**src/rtl/i2c_reg_master.sv**
```systemverilog
module i2c_reg_master (
  input  logic       clk,
  input  logic       rst_n,
  input  logic       reg_we,
  input  logic [2:0] reg_sel,
  input  logic [7:0] reg_wdata,
  output logic [7:0] reg_rdata,
  output logic       scl_o,
  input  logic       scl_i,
  output logic       sda_o,
  input  logic       sda_i
);
  localparam logic [1:0] BUS_UNK = 2'b00, BUS_IDLE = 2'b01, BUS_OWN = 2'b10, BUS_BUSY = 2'b11;
  localparam logic [1:0] OP_ADDR = 2'd0, OP_WR = 2'd1, OP_RD = 2'd2, OP_ACK = 2'd3;
  localparam logic [1:0] NX_READ = 2'd0, NX_STOP = 2'd1, NX_RS = 2'd2;

  typedef enum logic [3:0] {S_IDLE, S_START, S_RS_LO, S_RS_HI, S_LO, S_HI,
                            S_STOP_LO, S_STOP_HI, S_STOP_END} st_t;
  st_t st;

  logic       en_q, ack_act_q, rif_q, wif_q, arb_q, berr_q, rxnack_q;
  logic       ack_pend, start_wait, scl_q, sda_q;
  logic [1:0] bus_q, op_q, nxt_q;
  logic [7:0] baud_q, addr_q, data_q, rx;
  logic [8:0] sh, cnt;
  logic [3:0] nb;

  wire [8:0] half   = 9'd5 + {1'b0, baud_q};
  wire       hi_st  = st == S_HI || st == S_RS_HI || st == S_STOP_HI || st == S_START || st == S_STOP_END;
  wire       adv    = st != S_IDLE && !(hi_st && !scl_i);
  wire       step   = adv && cnt == half - 9'd1;
  wire       idle_e = st == S_IDLE;
  wire       wr_ctl = reg_we && reg_sel == 3'd0;
  wire       wr_sts = reg_we && reg_sel == 3'd1;
  wire       wr_bd  = reg_we && reg_sel == 3'd2;
  wire       wr_adr = reg_we && reg_sel == 3'd3;
  wire       wr_dat = reg_we && reg_sel == 3'd4;
  wire       start_det = scl_q && scl_i && sda_q && !sda_i;
  wire       stop_det  = scl_q && scl_i && !sda_q && sda_i;
  wire       arb_chk   = (op_q == OP_ADDR || op_q == OP_WR) && nb != 4'd1;

  assign scl_o = !(st == S_LO || st == S_RS_LO || st == S_STOP_LO || (idle_e && bus_q == BUS_OWN));

  always_comb begin
    case (st)
      S_START, S_STOP_LO, S_STOP_HI: sda_o = 1'b0;
      S_LO, S_HI:                    sda_o = sh[8];
      default:                       sda_o = 1'b1;
    endcase
  end

  always_comb begin
    case (reg_sel)
      3'd0:    reg_rdata = {6'd0, ack_act_q, en_q};
      3'd1:    reg_rdata = {rif_q, wif_q, 1'b0, rxnack_q, arb_q, berr_q, bus_q};
      3'd2:    reg_rdata = baud_q;
      3'd3:    reg_rdata = addr_q;
      3'd4:    reg_rdata = data_q;
      default: reg_rdata = 8'd0;
    endcase
  end

  always_ff @(posedge clk or negedge rst_n) begin
    if (!rst_n) begin
      st <= S_IDLE; bus_q <= BUS_UNK; op_q <= OP_ADDR; nxt_q <= NX_READ;
      en_q <= 1'b0; ack_act_q <= 1'b0; rif_q <= 1'b0; wif_q <= 1'b0; arb_q <= 1'b0;
      berr_q <= 1'b0; rxnack_q <= 1'b0; ack_pend <= 1'b0; start_wait <= 1'b0;
      scl_q <= 1'b1; sda_q <= 1'b1; baud_q <= '0; addr_q <= '0; data_q <= '0;
      rx <= '0; sh <= '1; cnt <= '0; nb <= '0;
    end else begin
      scl_q <= scl_i;
      sda_q <= sda_i;
      cnt   <= (!adv || step) ? 9'd0 : cnt + 9'd1;

      if (wr_bd && !en_q) baud_q <= reg_wdata;

      if (en_q && bus_q != BUS_OWN) begin
        if (start_det) bus_q <= BUS_BUSY;
        else if (stop_det) bus_q <= BUS_IDLE;
      end
      if (wr_sts && en_q && bus_q != BUS_OWN && reg_wdata[1:0] == BUS_IDLE) bus_q <= BUS_IDLE;

      if (wr_dat && idle_e) begin
        data_q <= reg_wdata;
        if (en_q && bus_q == BUS_OWN && !ack_pend) begin
          rif_q <= 1'b0; wif_q <= 1'b0;
          sh <= {reg_wdata, 1'b1}; nb <= 4'd9; op_q <= OP_WR; st <= S_LO;
        end
      end

      if (wr_adr && en_q && idle_e) begin
        addr_q <= reg_wdata;
        rif_q <= 1'b0; wif_q <= 1'b0; arb_q <= 1'b0; berr_q <= 1'b0; rxnack_q <= 1'b0;
        case (bus_q)
          BUS_UNK:  begin wif_q <= 1'b1; berr_q <= 1'b1; end
          BUS_IDLE: begin st <= S_START; bus_q <= BUS_OWN; end
          BUS_OWN:  if (ack_pend) begin
                      sh <= {ack_act_q, 8'hFF}; nb <= 4'd1; op_q <= OP_ACK; nxt_q <= NX_RS;
                      ack_pend <= 1'b0; st <= S_LO;
                    end else st <= S_RS_LO;
          default:  start_wait <= 1'b1;
        endcase
      end

      if (start_wait && idle_e && bus_q == BUS_IDLE) begin
        start_wait <= 1'b0; st <= S_START; bus_q <= BUS_OWN;
      end

      if (step) begin
        case (st)
          S_START:    begin sh <= {addr_q, 1'b1}; nb <= 4'd9; op_q <= OP_ADDR; st <= S_LO; end
          S_RS_LO:    st <= S_RS_HI;
          S_RS_HI:    st <= S_START;
          S_LO:       st <= S_HI;
          S_STOP_LO:  st <= S_STOP_HI;
          S_STOP_HI:  st <= S_STOP_END;
          S_STOP_END: begin st <= S_IDLE; bus_q <= BUS_IDLE; end
          S_HI: begin
            rx <= {rx[6:0], sda_i};
            if (arb_chk && sh[8] && !sda_i) begin
              arb_q <= 1'b1; bus_q <= BUS_BUSY; st <= S_IDLE;
            end else if (nb != 4'd1) begin
              sh <= {sh[7:0], 1'b1}; nb <= nb - 4'd1; st <= S_LO;
            end else begin
              case (op_q)
                OP_ADDR: begin
                  rxnack_q <= sda_i;
                  if (addr_q[0] && !sda_i) begin
                    sh <= '1; nb <= 4'd8; op_q <= OP_RD; st <= S_LO;
                  end else begin wif_q <= 1'b1; st <= S_IDLE; end
                end
                OP_WR:   begin rxnack_q <= sda_i; wif_q <= 1'b1; st <= S_IDLE; end
                OP_RD:   begin data_q <= {rx[6:0], sda_i}; rif_q <= 1'b1; ack_pend <= 1'b1; st <= S_IDLE; end
                default: begin
                  case (nxt_q)
                    NX_READ: begin sh <= '1; nb <= 4'd8; op_q <= OP_RD; st <= S_LO; end
                    NX_STOP: st <= S_STOP_LO;
                    default: st <= S_RS_LO;
                  endcase
                end
              endcase
            end
          end
          default: st <= S_IDLE;
        endcase
      end

      if (wr_ctl) begin
        en_q <= reg_wdata[0];
        ack_act_q <= reg_wdata[1];
        if (!reg_wdata[0]) begin
          st <= S_IDLE; bus_q <= BUS_UNK; ack_pend <= 1'b0; start_wait <= 1'b0;
        end else if (en_q && idle_e && bus_q == BUS_OWN && reg_wdata[3:2] != 2'b00) begin
          rif_q <= 1'b0; wif_q <= 1'b0;
          if (ack_pend) begin
            sh <= {reg_wdata[1], 8'hFF}; nb <= 4'd1; op_q <= OP_ACK; ack_pend <= 1'b0; st <= S_LO;
            nxt_q <= (reg_wdata[3:2] == 2'b01) ? NX_READ : NX_STOP;
          end else if (reg_wdata[3:2] == 2'b10) st <= S_STOP_LO;
        end
      end
    end
  end
endmodule

```
**config.mk**
```make
export PLATFORM = sky130hd
export DESIGN_NAME = i2c_reg_master
export DESIGN_NICKNAME = d
export VERILOG_FILES = /design/src/rtl/i2c_reg_master.sv
export SDC_FILE = /design/constraint.sdc
export NUM_CORES = 1
export LEC_CHECK = 0
export ABC_AREA = 1
export CAP_MARGIN = 20
export CORE_MARGIN = 2
export CORE_UTILIZATION = 58
export DETAILED_ROUTE_END_ITERATION = 10
export DONT_BUFFER_PORTS = 1
export PLACE_DENSITY_LB_ADDON = 0.15
export SYNTH_ARGS = -nofsm -noshare
export SYNTH_HDL_FRONTEND = slang
export SYNTH_SLANG_ARGS = --single-unit
```
**constraint.sdc**
```tcl
create_clock -name clk -period 1.9 [get_ports clk]
set_input_delay 0.38 -clock clk [delete_from_list [all_inputs] [get_ports clk]]
set_output_delay 0.38 -clock clk [all_outputs]
set_load 0.03 [all_outputs]
```
==> flow_summary.rst, run 1 <==
.. list-table::
   :header-rows: 1

   * - Metric
     - Value
   * - Run status
     - finished, violations left
   * - Violations in the final reports
     - negative hold slack, negative setup slack
   * - RSZ-0062 raised after global routing
     - yes
   * - Cell Chain, Critical Path
     - ha_4, inv_2, nand2_2, nand2_2, nor2_1, nand2_1, nor2_1, nand3_2, nor2_4, nand2_4, buf_12, nor2_4, buf_6, nand2_4, a21oi_2
   * - Post-DR wirelength/cell
     - 17.2 um
   * - Slowest cell on the critical path
     - sky130_fd_sc_hd__dfrtp_1
   * - Vias per Instance
     - 5.80
   * - Final period utilization
     - 118%
   * - Via count of the first global-routing pass
     - 4958
   * - Starting density of the core
     - 60.1%
   * - Clock root buffer
     - sky130_fd_sc_hd__clkbuf_8
   * - Total wirelength of the detailed-routed design
     - 15500 um
   * - Worst slew margin relative to its limit
     - 64.7%
   * - Synthesis Warnings
     - 0
   * - Hold Vio Cnt, Final
     - 74
   * - WP data arrival
     - 2.54 ns
   * - Synthesis-to-finish area growth
     - 23.6%
   * - Design internal power
     - 4.50 mW
   * - Capturing point of the worst reg2reg path
     - nb[1]
   * - Total number of clock tree sinks
     - 74
   * - Final Critical Period
     - 2.24 ns
   * - Cts-stage hold buffer count
     - 2
   * - Startpoint of the worst register-to-register path
     - baud_q[3]
   * - Total number of vias
     - 5251
   * - Count of state elements after synthesis
     - 74
   * - Combinational fraction of design power
     - 50.7%
   * - Synth async-reset ratio
     - 100%
   * - Input/output buffers
     - 0
   * - Clock tree from TritonCTS
     - built
   * - Remaining routing DRC violations
     - 0
   * - GR Util All Layers
     - 34.3%
   * - Number of buffers and inverters on the critical path
     - 3
   * - Number of antenna violations at the first check in global routing
     - 0
   * - Full die area
     - 9270 sq um
   * - Final setup violation count
     - 50
   * - Height of the chip
     - 96.3 um
   * - Core Region
     - 8220 sq um
   * - Largest incremental delay on the critical path
     - 0.43 ns
   * - Fraction of synthesized cell area taken by the top area cell type
     - 31.9%
   * - Final #Nets
     - 823
   * - Synth Area per Inst
     - 6.98 sq um
   * - Io pins
     - 26
   * - Post-synth top area cell
     - sky130_fd_sc_hd__dfrtp_1
   * - Commonest cells in the netlist
     - 214 x sky130_fd_sc_hd__nand2_1, 92 x sky130_fd_sc_hd__inv_1, 68 x sky130_fd_sc_hd__nor2_1, 63 x sky130_fd_sc_hd__dfrtp_1, 57 x sky130_fd_sc_hd__o21ai_0
   * - Synthesized instance count
     - 708
   * - Family of cells with the greatest summed delay on the critical path
     - simple AND/OR/NAND/NOR gates
   * - Slew Viols, Final
     - 0
   * - Horizontal extent of the die
     - 96.3 um
   * - Number of maximum-capacitance constraint violations
     - 0
   * - Number of enable flip-flop cells after synthesis
     - 0
   * - Cell with the most instances after synthesis
     - sky130_fd_sc_hd__nand2_1
   * - Primary FF master, synth
     - sky130_fd_sc_hd__dfrtp_1
   * - Drt initial violations
     - 414
   * - Routability cong.
     - 0.935
   * - LEAKAGE
     - 3.05 nW
   * - First drt pass iteration count
     - 5
   * - Endpoint class of the critical path
     - flip-flop
   * - Clock share of power
     - 16.8%
   * - Largest fanout of any net on the critical path
     - 5
   * - Row count
     - 33
   * - Final antenna diode count
     - 0
   * - Type of origin of the critical path
     - flip-flop
   * - Min Hold Slack
     - -0.303 ns
   * - Dominant cells by area after synthesis
     - sky130_fd_sc_hd__dfrtp_1 32%, sky130_fd_sc_hd__nand2_1 16%, sky130_fd_sc_hd__inv_1 7.0%, sky130_fd_sc_hd__dfstp_2 5.9%, sky130_fd_sc_hd__o21ai_0 5.8%
   * - Number of H-tree levels
     - 3
   * - Ratio of cells with drive above 1 in the final layout
     - 25.3%
   * - Sequential fraction of the synthesis area
     - 37.8%
   * - Sequential cell fraction of total power
     - 32.5%
   * - Post-synth net total
     - 736
   * - Switch share
     - 44.3%
   * - Crit path setup slack, layout
     - -0.337 ns
   * - ANT nets after route
     - 0
   * - Number of fill cells in the layout
     - 652
   * - Slack of the worst reg-to-reg path
     - -0.34 ns
   * - Global route overflow
     - 0
   * - Placed wire-length estimate after detailed placement
     - 11000 um
   * - Achievable clock frequency
     - 447 MHz
   * - Largest vdd supply drop
     - 0.850 mV
   * - Worst min-delay path category
     - primary input to asynchronous set/reset pin
   * - Maximum number of pins on one net before global-route repair
     - 75
   * - Critical path type
     - flip-flop to flip-flop
   * - Setup skew after layout
     - 0.0125 ns
   * - Worst Max-Slew Pin Slew
     - 0.528 ns
   * - Total power density per cell area
     - 1320 nW/um^2
   * - FF+latch area
     - 1870 sq um
   * - Clock Pin Slew Worst Setup and Hold Paths
     - 0.09 ns
   * - Cell Area, Synth
     - 4940 sq um
   * - Pwr Total
     - 8.07 mW
   * - Number of buffers inserted during clock tree synthesis
     - 9
   * - Worst Reg-to-Reg Cells
     - 15
   * - Number of distinct library cells after synthesis
     - 41
   * - Net load switching power
     - 3.57 mW
   * - Clock network latency to the later pin of the worst-skew pair
     - 0.37 ns
   * - CP required
     - 2.20 ns
   * - Wire length of the first global-routing pass
     - 24100 um
   * - Maximum buffer depth of the clock tree
     - 2
   * - Total area of multi-input combinational cells
     - 2790 sq um
   * - Post-Route Utilization
     - 74.3%
[kinds of logic after synthesis]
kind of cell,Yosys count,synth area share (%)
buf+inv,117,9.93
fa+ha+maj,12,3.04
xor+xnor,4,0.709
flops,74,37.8
compound gates,125,15.1
simple gates,376,33.4
[layout make-up]
cell class,instances,area share (%)
Multi-Input combinational cell,520,45.7
Sequential cell,74,30.6
Timing Repair Buffer,89,11.8
Inverter,101,6.29
Tap cell,105,2.15
Clock buffer,9,2.03
Clock inverter,7,1.37
[worst reg2reg max path: cells and delay by family, from the launching register on]
kind / cells / cell delay, ns
flip-flops: 1 / 0.43
AND/OR/NAND/NOR: 10 / 0.99
adder cells (fa/ha/maj): 1 / 0.28
buffers and inverters: 3 / 0.33
AO/OA/AOI/OAI: 1 / 0.15
[how the worst max path moves through the flow]
stage,from,cells after the start,endpoint,slack (ns)
after floorplan,baud_q[3],14,ack_pend,-0.17
after CTS,baud_q[3],15,rx[5],-0.23
after detailed placement,baud_q[2],14,rx[5],-0.27
after global placement,baud_q[2],14,rx[1],-0.15
after global routing,baud_q[3],15,nb[1],-0.44
final,baud_q[3],15,nb[1],-0.34
[per-stage QoR]
step | setup slack [ns] | cell area, sq um | instances | hold WS (ns) | setup TNS (ns)
after global placement | -0.148 | 5540 | 871 | 0.0861 | -3.63
after detailed placement | -0.269 | 5540 | 871 | 0.0859 | -6.59
final | -0.337 | 6100 | 905 | -0.303 | -11.91
after global routing | -0.437 | 6100 | 905 | -0.315 | -17.29
after CTS | -0.230 | 5900 | 895 | -0.311 | -7.51
after floorplan | -0.172 | 4950 | 708 | 0.0844 | -3.19
[state kept, by name, indices dropped and copies added (netlist names), 2 cells and up]
register  count
nb            4
addr_q        8
op_q          2
baud_q        8
cnt           9
rx            7
sh            9
nxt_q         2
bus_q         2
st            4
data_q        8
[placed cells by master, fill, tap and decap left out, types with 3 or more instances in the layout]
cell / synthesis / final
sky130_fd_sc_hd__inv_6: 0 / 4
sky130_fd_sc_hd__nand2_2: 3 / 10
sky130_fd_sc_hd__nor3_1: 8 / 7
sky130_fd_sc_hd__nor3b_1: 3 / 3
sky130_fd_sc_hd__ha_1: 12 / 10
sky130_fd_sc_hd__dfrtp_2: 0 / 3
sky130_fd_sc_hd__nand3_2: 8 / 8
sky130_fd_sc_hd__xor2_1: 4 / 4
sky130_fd_sc_hd__nor2_4: 5 / 8
sky130_fd_sc_hd__dfstp_2: 11 / 11
sky130_fd_sc_hd__buf_6: 3 / 9
sky130_fd_sc_hd__inv_2: 8 / 11
sky130_fd_sc_hd__buf_4: 4 / 76
sky130_fd_sc_hd__nand2_1: 214 / 203
sky130_fd_sc_hd__a21oi_1: 33 / 30
sky130_fd_sc_hd__inv_1: 92 / 88
sky130_fd_sc_hd__o21ai_0: 57 / 46
sky130_fd_sc_hd__nand3_1: 44 / 44
sky130_fd_sc_hd__o21ai_2: 8 / 12
sky130_fd_sc_hd__or2_4: 0 / 4
sky130_fd_sc_hd__nor2_1: 68 / 62
sky130_fd_sc_hd__nand4_1: 11 / 11
sky130_fd_sc_hd__clkbuf_8: 0 / 9
sky130_fd_sc_hd__o21ai_1: 2 / 9
sky130_fd_sc_hd__a31oi_1: 3 / 3
sky130_fd_sc_hd__a21oi_2: 0 / 3
sky130_fd_sc_hd__dfrtp_1: 63 / 60
sky130_fd_sc_hd__o211ai_1: 4 / 4
sky130_fd_sc_hd__nand2_4: 2 / 6
sky130_fd_sc_hd__nor2_2: 5 / 8
[power by group through the flow]
stage,registers [mW],logic [mW],clock network [mW]
after floorplan,2.50,2.33,0
after global placement,2.58,3.42,0
after detailed placement,2.60,3.54,0
after global routing,2.68,4.48,1.40
after CTS,2.58,3.78,1.34
final,2.62,4.09,1.36
[what timing repair did]
action,4_1_cts,5_1_grt
buffers inserted,7,7
resized for setup,29,49
endpoints found under the setup margin,47,58
endpoints found under the hold margin,76,74
gates cloned,0,5
pin swaps,7,14
[layer usage]
| layer | wire, um | share of wire (%) | track usage [%] |
|---|---|---|---|
| met4 | 358 | 2.3 | 13.1 |
| met3 | 1390 | 8.9 | 6.26 |
| met1 | 6420 | 41 | 46.7 |
| met2 | 7380 | 47 | 54.3 |
| met5 | 0 | 0 | 0 |
Power figures use the tool's default switching activity.
==> inputs of run 2 (changes only) <==
Clock period 1.9 ns to 2.3 ns, I/O delays scaled along.
==> run 2 against run 1 <==
Compared with the run above: the flow now finishes without violations; die area stayed put; global-route usage fell by 2.3 points; clock power decreased by 19%; sequential cell count stayed put; final cell count down 6.1%; via count shrank 6.7%; clock-buffer cell count is the same; critical path type unchanged; largest cell class unchanged.
==> flow_summary.rst, run 2 (synthesized netlist as in run 1, its figures left out) <==
.. list-table::
   :header-rows: 1

   * - Metric
     - Value
   * - Via count of the first global-routing pass
     - 4593 (-7.4%)
   * - LEAKAGE
     - 2.77 nW (-9.2%)
   * - Placed wire-length estimate after detailed placement
     - 10100 um (-8.4%)
   * - Final Critical Period
     - 2.19 ns (-0.0469 ns)
   * - Hold Vio Cnt, Final
     - 0 (-100%)
   * - GR Util All Layers
     - 32.0% (-2.3 points)
   * - Slack of the worst reg-to-reg path
     - 0.11 ns (+0.45 ns)
   * - Post-DR wirelength/cell
     - 16.4 um (-4.6%)
   * - CP required
     - 2.56 ns (+0.36 ns)
   * - WP data arrival
     - 2.45 ns (-0.09 ns)
   * - Number of maximum-capacitance constraint violations
     - 0 (unchanged)
   * - Count of placed standard cells including taps
     - 829 (-4.8%)
   * - ANT nets after route
     - 0 (unchanged)
   * - Maximum number of pins on one net before global-route repair
     - 75 (unchanged)
   * - Worst min-delay path category
     - primary input to flip-flop
   * - Drt initial violations
     - 402 (-2.9%)
   * - WHS Path Cells
     - 0
   * - Core Region
     - 8220 sq um (unchanged)
   * - Worst Max-Slew Pin Slew
     - 0.538 ns (+0.00965 ns)
   * - Final setup violation count
     - 0 (-100%)
   * - Hold Crit Endpoint
     - sda_q
   * - Row count
     - 33 (unchanged)
   * - Final Cell Area
     - 5540 sq um (-9.3%)
   * - Min Hold Slack
     - 0.0900 ns (+0.393 ns)
   * - Top library cells by usage in the layout, fill and taps aside
     - 211 x sky130_fd_sc_hd__nand2_1, 91 x sky130_fd_sc_hd__inv_1, 67 x sky130_fd_sc_hd__nor2_1
   * - Maximum buffer depth of the clock tree
     - 2 (unchanged)
   * - Routability cong.
     - 0.914 (-2.3%)
   * - Io pins
     - 26 (unchanged)
   * - Wire length of the first global-routing pass
     - 22700 um (-6.1%)
   * - Full die area
     - 9270 sq um (unchanged)
   * - Run status
     - complete, no violations
   * - Placed cell area
     - 5210 sq um (-6.0%)
   * - Endpoint class of the critical path
     - flip-flop
   * - Number of H-tree levels
     - 3 (unchanged)
   * - Number of antenna violations at the first check in global routing
     - 0 (unchanged)
   * - Type of origin of the critical path
     - flip-flop
   * - Remaining routing DRC violations
     - 0 (unchanged)
   * - Largest registers
     - cnt (9), sh (9)
   * - Largest fanout of any net on the critical path
     - 9 (+4)
   * - Clock network latency to the later pin of the worst-skew pair
     - 0.37 ns (about the same)
   * - Critical path type
     - flip-flop to flip-flop
   * - Horizontal extent of the die
     - 96.3 um (unchanged)
   * - Ratio of cells with drive above 1 in the final layout
     - 15.4% (-9.8 points)
   * - Clock root buffer
     - sky130_fd_sc_hd__clkbuf_8
   * - Height of the chip
     - 96.3 um (unchanged)
   * - Number of fill cells in the layout
     - 735 (+13%)
   * - Slew Viols, Final
     - 0 (unchanged)
   * - Non-filler instance count after layout
     - 850 (-6.1%)
   * - Total number of vias
     - 4901 (-6.7%)
   * - Total number of clock tree sinks
     - 74 (unchanged)
   * - Synthesis-to-finish area growth
     - 12.1%
   * - Total wirelength of the detailed-routed design
     - 13900 um (-10%)
   * - Pwr Total
     - 5.98 mW (-26%)
   * - Largest vdd supply drop
     - 0.569 mV (-33%)
   * - Total power density per cell area
     - 1080 nW/um^2 (-18%)
   * - Vias per Instance
     - 5.77 (-0.63%)
   * - First drt pass iteration count
     - 5 (unchanged)
   * - Worst slew margin relative to its limit
     - 64.0% (-0.65 points)
   * - Achievable clock frequency
     - 456 MHz (+2.1%)
   * - Setup skew after layout
     - 0.0132 ns (+0.000768 ns)
   * - Startpoint of the worst register-to-register path
     - baud_q[2]
   * - RSZ-0062 raised after global routing
     - no
   * - Final antenna diode count
     - 0 (unchanged)
   * - Setup TNS
     - 0 ns (+11.91 ns)
   * - Capturing point of the worst reg2reg path
     - data_q[1]
   * - Final period utilization
     - 95.2% (-23 points)
   * - Clock Pin Slew Worst Setup and Hold Paths
     - 0.10 ns (about the same)
   * - Worst Reg-to-Reg Cells
     - 14 (-1)
   * - Global route overflow
     - 0 (unchanged)
   * - Starting density of the core
     - 60.1% (unchanged)
   * - Worst hold start
     - sda_i
   * - Input/output buffers
     - 0 (unchanged)
   * - Final #Nets
     - 768 (-6.7%)
   * - Clock tree from TritonCTS
     - built
   * - Most common cell after layout, fill and taps aside
     - sky130_fd_sc_hd__nand2_1
   * - Number of buffers inserted during clock tree synthesis
     - 9 (unchanged)
[run 2: cell types whose count changed in the layout (fill, tap and decap cells not counted), sizes merged]
cell / delta
clkdlybuf4s15: -1
dlygate4sd3: -1
clkbuf: +1
buf: -51
or2: -3
[run 2: timing repair]
action | in CTS | in global routing
endpoints found under the hold margin | 74 | 0
resized for setup | 0 | 13
hold buffers | 2 | 0
buffers inserted | 0 | 2
endpoints found under the setup margin | 0 | 31
[run 2: per-layer routing]
layer	routed length (um)	global-route usage [%]
met4	394	11.9
met3	1170	5.09
met2	6190	48.9
met1	6180	45.6
met5	0	0
[run 2: layout make-up]
cell class | instances | area (sq um) | area share [%]
clock buffer | 9 | 124 | 2.24
clock inverter | 7 | 83.8 | 1.51
inverter | 101 | 382 | 6.89
multi-input combinational | 517 | 2620 | 47.2
sequential | 74 | 1870 | 33.7
tap | 105 | 131 | 2.37
timing repair buffer | 37 | 334 | 6.04
[run 2: worst max path at each step]
stage	startpoint	end	slack [ns]	depth (start not counted)
2_1_floorplan	reg_sel[2]	reg_rdata[0]	0.19	4
3_3_place_gp	bus_q[0]	nxt_q[0]	0.15	10
3_5_place_dp	bus_q[0]	nxt_q[0]	0.07	10
4_1_cts	bus_q[0]	nxt_q[0]	0.05	10
5_1_grt	bus_q[0]	nxt_q[0]	0.006	10
6_report	baud_q[2]	data_q[1]	0.11	14
[run 2: worst max-delay path, stage by stage (launching register included)]
cell,delay (ns)
sky130_fd_sc_hd__dfrtp_1,0.42
sky130_fd_sc_hd__ha_4,0.28
sky130_fd_sc_hd__inv_1,0.03
sky130_fd_sc_hd__nand2_1,0.05
sky130_fd_sc_hd__nand2_1,0.06
sky130_fd_sc_hd__nor2_1,0.12
sky130_fd_sc_hd__nand2_1,0.07
sky130_fd_sc_hd__nor2_2,0.09
sky130_fd_sc_hd__nand3_2,0.12
sky130_fd_sc_hd__nor2_4,0.17
sky130_fd_sc_hd__nand2_4,0.10
sky130_fd_sc_hd__or2_4,0.28
sky130_fd_sc_hd__buf_12,0.15
sky130_fd_sc_hd__nand2_1,0.08
sky130_fd_sc_hd__o21ai_2,0.05
[run 2: per-stage QoR]
stage / worst slack, ns / utilization, %
detailed placement: 0.0743 / 63.4
finish: 0.109 / 67.4
CTS: 0.0519 / 66.4
global route: 0.00576 / 67.4
global placement: 0.153 / 63.4
floorplan: 0.191 / -
[run 2: where the power goes]
group / switching (mW) / internal (mW) / leakage, nW
clock: 0.574 / 0.522 / 0.103
combinational: 1.70 / 0.994 / 1.75
sequential: 0.406 / 1.79 / 0.908
total: 2.68 / 3.30 / 2.77
